**src/rtl/pllc_pkg.sv**
```systemverilog
package pllc_pkg;

  typedef enum logic [3:0] {
    ST_IDLE,
    ST_CLK,
    ST_REF,
    ST_MUL,
    ST_FRAC,
    ST_SD1,
    ST_SD2,
    ST_SD3,
    ST_DONE
  } pllc_state_e;

  localparam logic [2:0] BAND_LOW  = 3'b010;
  localparam logic [2:0] BAND_HIGH = 3'b100;

  localparam int UNIT_SCALE = 10000;
  localparam int SD_STEP    = 250;
  localparam int SD_ROUND   = 5;
  localparam int SD_TEN     = 10;

endpackage

```
**src/rtl/pllc_divider.sv**
```systemverilog
module pllc_divider #(
  parameter int W = 50
) (
  input  logic         clk,
  input  logic         rst,
  input  logic         go,
  input  logic [W-1:0] dividend,
  input  logic [W-1:0] divisor,
  output logic [W-1:0] quotient,
  output logic [W-1:0] remainder,
  output logic         busy,
  output logic         done
);

  localparam int CNT_W = $clog2(W + 1);

  logic [W-1:0]     rem_q;
  logic [W-1:0]     quo_q;
  logic [W-1:0]     dvs_q;
  logic [CNT_W-1:0] cnt_q;
  logic [W:0]       trial;
  logic [W:0]       diff;
  logic             fits;

  always_comb begin
    trial = {rem_q, quo_q[W-1]};
    diff  = trial - {1'b0, dvs_q};
    fits  = (trial >= {1'b0, dvs_q});
  end

  always_ff @(posedge clk) begin
    if (rst) begin
      rem_q <= '0;
      quo_q <= '0;
      dvs_q <= '0;
      cnt_q <= '0;
      busy  <= 1'b0;
      done  <= 1'b0;
    end else begin
      done <= 1'b0;
      if (go && !busy) begin
        rem_q <= '0;
        quo_q <= dividend;
        dvs_q <= divisor;
        cnt_q <= CNT_W'(W);
        busy  <= 1'b1;
      end else if (busy) begin
        rem_q <= fits ? diff[W-1:0] : trial[W-1:0];
        quo_q <= {quo_q[W-2:0], fits};
        cnt_q <= cnt_q - CNT_W'(1);
        if (cnt_q == CNT_W'(1)) begin
          busy <= 1'b0;
          done <= 1'b1;
        end
      end
    end
  end

  assign quotient  = quo_q;
  assign remainder = rem_q;


  go_while_busy_chk: assert property (@(posedge clk) disable iff (rst)
    busy |-> !go);


  div_done_idle_chk: assert property (@(posedge clk) disable iff (rst)
    done |-> !busy);

endmodule

```
**src/rtl/pllc_range.sv**
```systemverilog
module pllc_range #(
  parameter int FREQ_W   = 32,
  parameter int HI_LIMIT = 100000
) (
  input  logic [FREQ_W-1:0] target,
  output logic              hi,
  output logic [2:0]        code
);
  import pllc_pkg::*;

  always_comb begin
    hi   = (target > FREQ_W'(HI_LIMIT));
    code = hi ? BAND_HIGH : BAND_LOW;
  end

endmodule

```
**src/rtl/pllc_seq.sv**
```systemverilog
module pllc_seq
  import pllc_pkg::*;
#(
  parameter int FREQ_W  = 32,
  parameter int M_W     = 12,
  parameter int FRAC_W  = 18,
  parameter int SD_W    = 8,
  parameter int PRE_DIV = 16,
  parameter int DIV_W   = 50
) (
  input  logic              clk,
  input  logic              rst,
  input  logic              start,
  input  logic [FREQ_W-1:0] clkin_hz,
  input  logic [FREQ_W-1:0] target,
  input  logic              div_busy,
  input  logic              div_done,
  input  logic [DIV_W-1:0]  div_quo,
  input  logic [DIV_W-1:0]  div_rem,
  output logic              div_go,
  output logic [DIV_W-1:0]  div_dvd,
  output logic [DIV_W-1:0]  div_dvs,
  output logic [FREQ_W-1:0] tgt_q,
  input  logic              hi_flag,
  input  logic [2:0]        hi_code,
  output logic              busy_o,
  output logic              done_o,
  output logic              err_o,
  output logic [M_W-1:0]    mult_o,
  output logic [FRAC_W-1:0] frac_o,
  output logic [SD_W-1:0]   sd_o,
  output logic              hi_o,
  output logic [2:0]        rsel_o
);

  localparam int SD_DIV = PRE_DIV * SD_STEP;

  pllc_state_e        state;
  logic               issued;
  logic               fail_r;
  logic [FREQ_W-1:0]  clkin_r;
  logic [DIV_W-1:0]   clk10_r;
  logic [DIV_W-1:0]   ref_r;
  logic [DIV_W-1:0]   rem_r;
  logic [DIV_W-1:0]   tmp_r;
  logic [M_W-1:0]     mul_r;
  logic [FRAC_W-1:0]  frac_r;
  logic [SD_W-1:0]    sd_r;
  logic               in_div;

  assign in_div = (state != ST_IDLE) && (state != ST_DONE);
  assign div_go = in_div && !issued && !div_busy;

  always_comb begin
    div_dvd = '0;
    div_dvs = '0;
    case (state)
      ST_CLK: begin
        div_dvd = DIV_W'(clkin_r);
        div_dvs = DIV_W'(UNIT_SCALE);
      end
      ST_REF: begin
        div_dvd = clk10_r;
        div_dvs = DIV_W'(PRE_DIV);
      end
      ST_MUL: begin
        div_dvd = DIV_W'(tgt_q);
        div_dvs = ref_r;
      end
      ST_FRAC: begin
        div_dvd = rem_r << FRAC_W;
        div_dvs = ref_r;
      end
      ST_SD1: begin
        div_dvd = DIV_W'(mul_r) * clk10_r;
        div_dvs = DIV_W'(SD_TEN);
      end
      ST_SD2: begin
        div_dvd = tmp_r;
        div_dvs = DIV_W'(SD_DIV);
      end
      ST_SD3: begin
        div_dvd = tmp_r + DIV_W'(SD_ROUND);
        div_dvs = DIV_W'(SD_TEN);
      end
      default: begin
        div_dvd = '0;
        div_dvs = '0;
      end
    endcase
  end

  always_ff @(posedge clk) begin
    if (rst) begin
      state   <= ST_IDLE;
      issued  <= 1'b0;
      fail_r  <= 1'b0;
      clkin_r <= '0;
      tgt_q   <= '0;
      clk10_r <= '0;
      ref_r   <= '0;
      rem_r   <= '0;
      tmp_r   <= '0;
      mul_r   <= '0;
      frac_r  <= '0;
      sd_r    <= '0;
      busy_o  <= 1'b0;
      done_o  <= 1'b0;
      err_o   <= 1'b0;
      mult_o  <= '0;
      frac_o  <= '0;
      sd_o    <= '0;
      hi_o    <= 1'b0;
      rsel_o  <= '0;
    end else begin
      done_o <= 1'b0;
      case (state)
        ST_IDLE: begin
          if (start) begin
            clkin_r <= clkin_hz;
            tgt_q   <= target;
            fail_r  <= 1'b0;
            busy_o  <= 1'b1;
            state   <= ST_CLK;
          end
        end
        ST_DONE: begin
          busy_o <= 1'b0;
          done_o <= 1'b1;
          err_o  <= fail_r;
          mult_o <= fail_r ? '0 : mul_r;
          frac_o <= fail_r ? '0 : frac_r;
          sd_o   <= fail_r ? '0 : sd_r;
          hi_o   <= hi_flag;
          rsel_o <= hi_code;
          state  <= ST_IDLE;
        end
        default: begin
          if (!issued) begin
            if (!div_busy) issued <= 1'b1;
          end else if (div_done) begin
            issued <= 1'b0;
            case (state)
              ST_CLK: begin
                clk10_r <= div_quo;
                state   <= ST_REF;
              end
              ST_REF: begin
                ref_r <= div_quo;
                if (div_quo == '0) begin
                  fail_r <= 1'b1;
                  state  <= ST_DONE;
                end else begin
                  state <= ST_MUL;
                end
              end
              ST_MUL: begin
                if (|div_quo[DIV_W-1:M_W]) begin
                  fail_r <= 1'b1;
                  state  <= ST_DONE;
                end else begin
                  mul_r <= div_quo[M_W-1:0];
                  rem_r <= div_rem;
                  state <= ST_FRAC;
                end
              end
              ST_FRAC: begin
                frac_r <= div_quo[FRAC_W-1:0];
                state  <= ST_SD1;
              end
              ST_SD1: begin
                tmp_r <= div_quo;
                state <= ST_SD2;
              end
              ST_SD2: begin
                tmp_r <= div_quo;
                state <= ST_SD3;
              end
              ST_SD3: begin
                if (|div_quo[DIV_W-1:SD_W]) begin
                  fail_r <= 1'b1;
                end else begin
                  sd_r <= div_quo[SD_W-1:0];
                end
                state <= ST_DONE;
              end
              default: state <= ST_IDLE;
            endcase
          end
        end
      endcase
    end
  end


  frac_bound_chk: assert property (@(posedge clk) disable iff (rst)
    (state == ST_FRAC && issued && div_done) |-> ((div_quo >> FRAC_W) == '0));


  done_pulse_chk: assert property (@(posedge clk) disable iff (rst)
    done_o |=> !done_o);


  busy_done_chk: assert property (@(posedge clk) disable iff (rst)
    !(busy_o && done_o));


  start_ignored_chk: assert property (@(posedge clk) disable iff (rst)
    (busy_o && state != ST_DONE) |=> busy_o);


  err_zero_chk: assert property (@(posedge clk) disable iff (rst)
    err_o |-> (mult_o == '0 && frac_o == '0 && sd_o == '0));


  hold_chk: assert property (@(posedge clk) disable iff (rst)
    !done_o |-> ($stable(mult_o) && $stable(frac_o) && $stable(sd_o) &&
                 $stable(err_o) && $stable(hi_o)));

endmodule

```
**src/rtl/pllc_top.sv**
```systemverilog
module pllc_top #(
  parameter int FREQ_W   = 32,
  parameter int M_W      = 12,
  parameter int FRAC_W   = 18,
  parameter int SD_W     = 8,
  parameter int PRE_DIV  = 16,
  parameter int PDIV_W   = 8,
  parameter int POST_W   = 7,
  parameter int HI_LIMIT = 100000
) (
  input  logic              clk,
  input  logic              rst,
  input  logic              start,
  input  logic [FREQ_W-1:0] clkin_hz,
  input  logic [FREQ_W-1:0] target,
  output logic              busy,
  output logic              done,
  output logic              err,
  output logic [M_W-1:0]    mult,
  output logic [FRAC_W-1:0] frac,
  output logic [PDIV_W-1:0] pre_div,
  output logic [POST_W-1:0] post_div,
  output logic              hi_range,
  output logic [SD_W-1:0]   sd_val,
  output logic [2:0]        range_sel
);

  localparam int EXT_W = (FRAC_W > M_W) ? FRAC_W : M_W;
  localparam int DIV_W = FREQ_W + EXT_W;

  logic              div_go;
  logic              div_busy;
  logic              div_done;
  logic [DIV_W-1:0]  div_dvd;
  logic [DIV_W-1:0]  div_dvs;
  logic [DIV_W-1:0]  div_quo;
  logic [DIV_W-1:0]  div_rem;
  logic [FREQ_W-1:0] tgt_q;
  logic              hi_flag;
  logic [2:0]        hi_code;

  pllc_divider #(.W(DIV_W)) u_div (
    .clk       (clk),
    .rst       (rst),
    .go        (div_go),
    .dividend  (div_dvd),
    .divisor   (div_dvs),
    .quotient  (div_quo),
    .remainder (div_rem),
    .busy      (div_busy),
    .done      (div_done)
  );

  pllc_range #(.FREQ_W(FREQ_W), .HI_LIMIT(HI_LIMIT)) u_range (
    .target (tgt_q),
    .hi     (hi_flag),
    .code   (hi_code)
  );

  pllc_seq #(
    .FREQ_W  (FREQ_W),
    .M_W     (M_W),
    .FRAC_W  (FRAC_W),
    .SD_W    (SD_W),
    .PRE_DIV (PRE_DIV),
    .DIV_W   (DIV_W)
  ) u_seq (
    .clk      (clk),
    .rst      (rst),
    .start    (start),
    .clkin_hz (clkin_hz),
    .target   (target),
    .div_busy (div_busy),
    .div_done (div_done),
    .div_quo  (div_quo),
    .div_rem  (div_rem),
    .div_go   (div_go),
    .div_dvd  (div_dvd),
    .div_dvs  (div_dvs),
    .tgt_q    (tgt_q),
    .hi_flag  (hi_flag),
    .hi_code  (hi_code),
    .busy_o   (busy),
    .done_o   (done),
    .err_o    (err),
    .mult_o   (mult),
    .frac_o   (frac),
    .sd_o     (sd_val),
    .hi_o     (hi_range),
    .rsel_o   (range_sel)
  );

  assign pre_div  = PDIV_W'(PRE_DIV);
  assign post_div = POST_W'(1);

endmodule

```
**config.mk**
```make
export PLATFORM = sky130hd
export DESIGN_NAME = pllc_top
export DESIGN_NICKNAME = d
export VERILOG_FILES = /design/src/rtl/pllc_pkg.sv /design/src/rtl/pllc_divider.sv /design/src/rtl/pllc_range.sv /design/src/rtl/pllc_seq.sv /design/src/rtl/pllc_top.sv
export SDC_FILE = /design/constraint.sdc
export NUM_CORES = 2
export LEC_CHECK = 0
export BUFFER_PORTS_ARGS = -buffer_cell sky130_fd_sc_hd__buf_2
export CAP_MARGIN = 20
export CORE_ASPECT_RATIO = 1.4
export CORE_UTILIZATION = 64
export DETAILED_ROUTE_END_ITERATION = 6
export MAX_ROUTING_LAYER = met4
export PLACE_DENSITY_LB_ADDON = 0.05
export SLEW_MARGIN = 20
export SYNTH_ARGS = -nofsm -noshare
export SYNTH_HDL_FRONTEND = slang
export SYNTH_SLANG_ARGS = --single-unit
export TNS_END_PERCENT = 5
```
**constraint.sdc**
```tcl
create_clock -name clk -period 8.1 [get_ports clk]
set_input_delay 0.81 -clock clk [delete_from_list [all_inputs] [get_ports clk]]
set_output_delay 0.81 -clock clk [all_outputs]
set_load 0.02 [all_outputs]
```
======== Yosys cells after proc, flatten, opt, wreduce, memory -nomap -nowiden ========
Cells that the tools add are included.
cells by class
  $mul .................................... 1
  muxes and demuxes ....................... 36
  bitwise gates (word level) .............. 5
  $add $sub $neg .......................... 3
  equality and inequality tests ........... 14
  order comparisons ....................... 2
  reductions and logical operators ........ 34
operators by type and width
  kind                   number
  $pmux 50 s7            1
  $pmux 50 s5            1
  $mux 50                3
  $ge 51x50->1           1
  $add 50x3->50 const B  1
  $logic_not 50->1       1
  $mul 12x50->50         1
  $sub 50x50->50         1
  $reduce_or 42->1       1
  $reduce_or 38->1       1
  $gt 32x17->1 const B   1
  $pmux 4 s7             1
  $mux 4                 5
  $mux 18                1
  $eq 4x3->1 const B     4
  $reduce_and 4->1       4
  $mux 1                 15
  $mux 12                1
  $mux 6                 2
  $reduce_and 5->1       2
  $reduce_or 2->1        5
  $eq 4x2->1 const B     2
  $mux 8                 1
  $pmux 4 s2             1
  other kinds (22)       38
storage, ports and cells
  word-level logic and storage cells ...... 122
  register bits ........................... 493
  output and inout port bits .............. 60

======== Depth between registers and ports, before layout ========
  depth in word-level cells ............... 6
  mapped depth ............................ 25
  depth with buffers taken out ............ 23

======== Cells and area by module ========
A second synthesis with hierarchy kept.
second synthesis, totals
  cell total of the unflattened synthesis .. 5133
  area total of the unflattened synthesis .. 40075.9 um^2
modules (own cells, without submodules)
  module        instances  seq. area each (um^2)  cells each  area each (um^2)
  pllc_seq      1          6706.4                 3827        30251.5
  pllc_divider  1          3163.0                 1272        9590.4
  pllc_top      1          0.0                    17          120.1
  pllc_range    1          0.0                    17          113.9

======== Worst setup path before layout ========
Ideal clock, no wire load.
  path kind ............................... register to register
  start ................................... register u_seq.mul_r[5]
  end ..................................... register u_div.quo_q[47] (netlist: u_div.quotient[47])
  setup time .............................. 0.121 ns
  clock period less this slack ............ 6.227 ns
  path slack .............................. 1.873 ns
  stages on the path, launching flop included .. 23
  arrival time ............................ 6.106 ns
  cells stage by stage .................... dfxtp_1 clkbuf_1 clkbuf_1 nand2_1 fa_1 fa_1 fa_1 inv_1 fa_1 inv_1 fa_1 inv_1 ha_1 a2111o_1 o211a_1 a311oi_2 nor3b_2 a211oi_2 o31a_2 o31ai_4 a2111oi_4 mux2i_1 o21ai_1
on the way
  longest elaborated chain between the ends .. 3
RTL lines
  item                    RTL line            RTL
  start, declared         pllc_seq.sv:46      logic [M_W-1:0] mul_r;
  start signal, assigned  pllc_seq.sv:162     mul_r <= div_quo[M_W-1:0];
  $mul 12x50->50          pllc_seq.sv:75      div_dvd = DIV_W'(mul_r) * clk10_r;
  $pmux 50 s7             pllc_seq.sv:57      case (state)
  $mux 50                 pllc_divider.sv:41  if (go && !busy) begin
  end signal, assigned    pllc_divider.sv:43  quo_q <= dividend;
  end signal, assigned    pllc_divider.sv:49  quo_q <= {quo_q[W-2:0], fits};
  end, declared           pllc_divider.sv:18  logic [W-1:0] quo_q;
Every way passes these cells.
A chain may end at the register's enable or synchronous reset.

======== Final worst setup path ========
  start ................................... register u_seq.mul_r[8]
  end ..................................... register u_div.quo_q[48] (netlist: u_div.quotient[48])
The elaborated chain is that of the path after synthesis.

==> run_results.csv <==
group,metric,value,unit
outcome,outcome,"complete, but fails checks",
outcome,violations,"DRC",
layout,area_delta_synth_final,6.51,%
synthesis,syn_inst,4886,
synthesis,synth_xor_area_share,3.33,%
routing,wirelength,120000,um
power_and_ir_drop,finalPower,8780,uW
global_routing,grt_max_degree,164,
critical_path,endpoint_kind,"register",
floorplanning,initial_core_util,64.9,%
routing,dr.pass1.iters,7,
critical_path,arrival,7.73,ns
routing,vias_per_cell,6.17,
sta,skew,0.0479,ns
clocking,clk_pin_slew_worst_paths,0.06,ns
global_routing,grt_pass1_vias,34300,
synthesis,synth_simple_gate_area_share,19.3,%
floorplanning,core-area,59900,um^2
power_and_ir_drop,peakVddDrop,0.00118,V
layout,fin_nets,5365,
global_routing,grt_pass1_wl,191000,um
floorplanning,die_area,61800,um^2
synthesis,synth_top_family_by_area,"adder cells",
critical_path,cp-start-kind,"register",
synthesis,synthTopCellsByArea,"dfxtp_1, fa_1, nand2_1",
clocking,htreeDepth,2,
run,cap_violations,0,
synthesis,synth_top_area_cell,"dfxtp_1",
synthesis,synthMuxAreaShare,0.540,%
placement,place.detailed.hpwl,86300,um
layout,n_fill_cell,5163,
placement,portBuffers,110,
synthesis,ys_warn_count,0,
sta,relSlewSlack,24.2,%
sta,setup_viol,0,
sta,rsz0062_at_grt,"no",
synthesis,yosysTopAreaCellShare,25.3,%
sta,final.min_clock_period,7.24,ns
synthesis,synth_edf_count,0,
routing,drc,34,
layout,drive_gt1_share,6.52,%
sta,slew_violations,0,
critical_path,path_class,"register to register",
clocking,clockBufferDepth,3,
synthesis,synth_flop_cell,"dfxtp_1",
clocking,clkSinkCount,491,
sta,max_freq,138,MHz
sta,hold_viol_final,0,
clocking,cts_hold_buf,0,
synthesis,synth.avg_cell_area,7.96,um^2
clocking,root_buffer,"clkbuf_16",
routing,drt_iter0_markers,3735,
floorplanning,rows,106,
synthesis,synth_area,38900,um^2
global_routing,antenna_found_initial,2,
synthesis,synth_compound_area_share,17.2,%
clocking,cts_resized,0,
critical_path,required,8.59,ns
routing,vias,34600,
power_and_ir_drop,cellLeakagePower,0.0171,uW
floorplanning,pin_count,127,
synthesis,seq_area_frac_synth,25.3,%
clocking,cts_tree,"done",
clocking,worstSkewPairLatency,0.64,ns
critical_path,path_max_fanout,23,
global_routing,grt_util_all_layers,40.9,%
synthesis,ys_types,86,
routing,ant_nets,0,
sta,holdWs,0.405,ns
hold_path,hp-class,"input port to register",
clocking,postCtsSetupBuffers,0,
synthesis,ys_seq_elements,491,
clocking,cts_made_buffers,49,
sta,setup-tns-final,0,ns
floorplanning,dieHeight,294,um
floorplanning,fp.dieW,210,um
synthesis,synthAdderAreaFrac,25.5,%
power_and_ir_drop,p_per_area,212,nW/um^2
synthesis,synth_common_cells,"nand2_1, inv_1, a21oi_1",
placement,gp_routability_congestion,0.973,
routing,drt-wirelength-per-cell,21.4,um
sta,min_period_over_period,89.4,%
synthesis,async_flop_share,0,%
synthesis,synth.most_common_cell,"nand2_1",
sta,worstMarginPinSlew,1.14,ns
global_routing,grt_overflow_total,0,
[state kept, by name (all words and copies together) (netlist names), 8 cells and up]
register	cells
u_div.dvs_q	50
u_div.quotient	50
u_div.remainder	50
u_seq.clk10_r	50
u_seq.clkin_r	32
u_seq.frac_o	18
u_seq.frac_r	18
u_seq.mul_r	12
u_seq.mult_o	12
u_seq.ref_r	50
u_seq.rem_r	32
u_seq.sd_o	8
u_seq.sd_r	8
u_seq.tgt_q	32
u_seq.tmp_r	50
[final cells by class]
| class | count | area [um^2] | share of cell area, % |
|---|---|---|---|
| Multi-Input combinational cell | 3518 | 25800 | 62.2 |
| Clock buffer | 66 | 1400 | 3.38 |
| Tap cell | 810 | 1010 | 2.45 |
| Sequential cell | 491 | 9840 | 23.7 |
| Timing Repair Buffer | 169 | 1030 | 2.48 |
| Inverter | 529 | 1990 | 4.79 |
| Antenna cell | 2 | 5.00 | 0.0121 |
| Clock inverter | 24 | 397 | 0.957 |
[cell usage in the layout, fill, tap and decap left out, drive strengths merged, types with 120 or more instances in the layout]
cell type,netlist,routed
a21oi,513,513
fa,420,420
nand2,1121,1121
o21ai,154,154
and2,157,157
ha,120,120
dfxtp,491,491
buf,47,169
nor2,162,162
inv,529,532
[worst paths after layout]
check	start	to	slack [ns]	cells past startpoint
worst min-delay path	clkin_hz[5]	u_seq.clkin_r[5]	0.40	3
worst max-delay path	u_seq.mul_r[8]	u_div.quotient[48]	0.86	21
worst max register to register	u_seq.mul_r[8]	u_div.quotient[48]	0.86	21
worst min register to register	u_div.dvs_q[6]	u_div.dvs_q[6]	0.45	2
[cell families (layout without fill, tap and decap cells)]
family / count (synthesis) / count (layout)
other: 2 / 18
flip-flops: 491 / 491
XOR/XNOR: 148 / 148
AND/OR/NAND/NOR: 1726 / 1726
AO/OA/AOI/OAI: 1067 / 1067
adder cells (fa/ha/maj): 540 / 540
multiplexers: 21 / 21
buffers and inverters: 891 / 788
[routing by layer]
metal	routed length, um	global-route usage [%]	vias to the layer above	share of wire (%)
met5	0	-	-	0
met4	6030	18.3	0	5.0
met3	10800	6.57	391	9.0
met2	57300	65.8	1764	48
met1	46100	50.7	16800	38
li1	-	-	15700	-
[power by group]
group | internal (uW) | leakage (uW) | switching (uW)
sequential | 2550 | 0.00398 | 179
clock | 1460 | 0.000864 | 1070
combinational | 1280 | 0.0123 | 2250
[metrics by stage]
| stage | std cells | cell area [um^2] | setup slack [ns] | util (%) |
|---|---|---|---|---|
| floorplan | 4900 | 39000 | 1.87 | - |
| finish | 5609 | 41400 | 0.859 | 69.1 |
| global placement | 5516 | 39600 | 1.08 | 66.1 |
| global route | 5609 | 41400 | 0.418 | 69.1 |
| CTS | 5607 | 41400 | 0.926 | 69.1 |
| detailed placement | 5517 | 39600 | 0.989 | 66.1 |
[critical path, cell delays in order, from the launching register on]
cell and delay, ns:
dfxtp_1 0.92, buf_4 0.41, nand2_1 0.12, fa_1 0.57, inv_1 0.05, fa_1 0.48
fa_1 0.52, fa_1 0.54, inv_1 0.06, fa_1 0.54, inv_1 0.05, ha_1 0.41
a21o_1 0.24, a2111oi_0 0.40, a211oi_1 0.18, nand4bb_1 0.29, a21oi_1 0.26, o21ai_1 0.12
a221o_1 0.33, a21oi_1 0.18, a41oi_1 0.14, a221oi_1 0.28
Note: power is estimated with default switching activity, not from simulation.
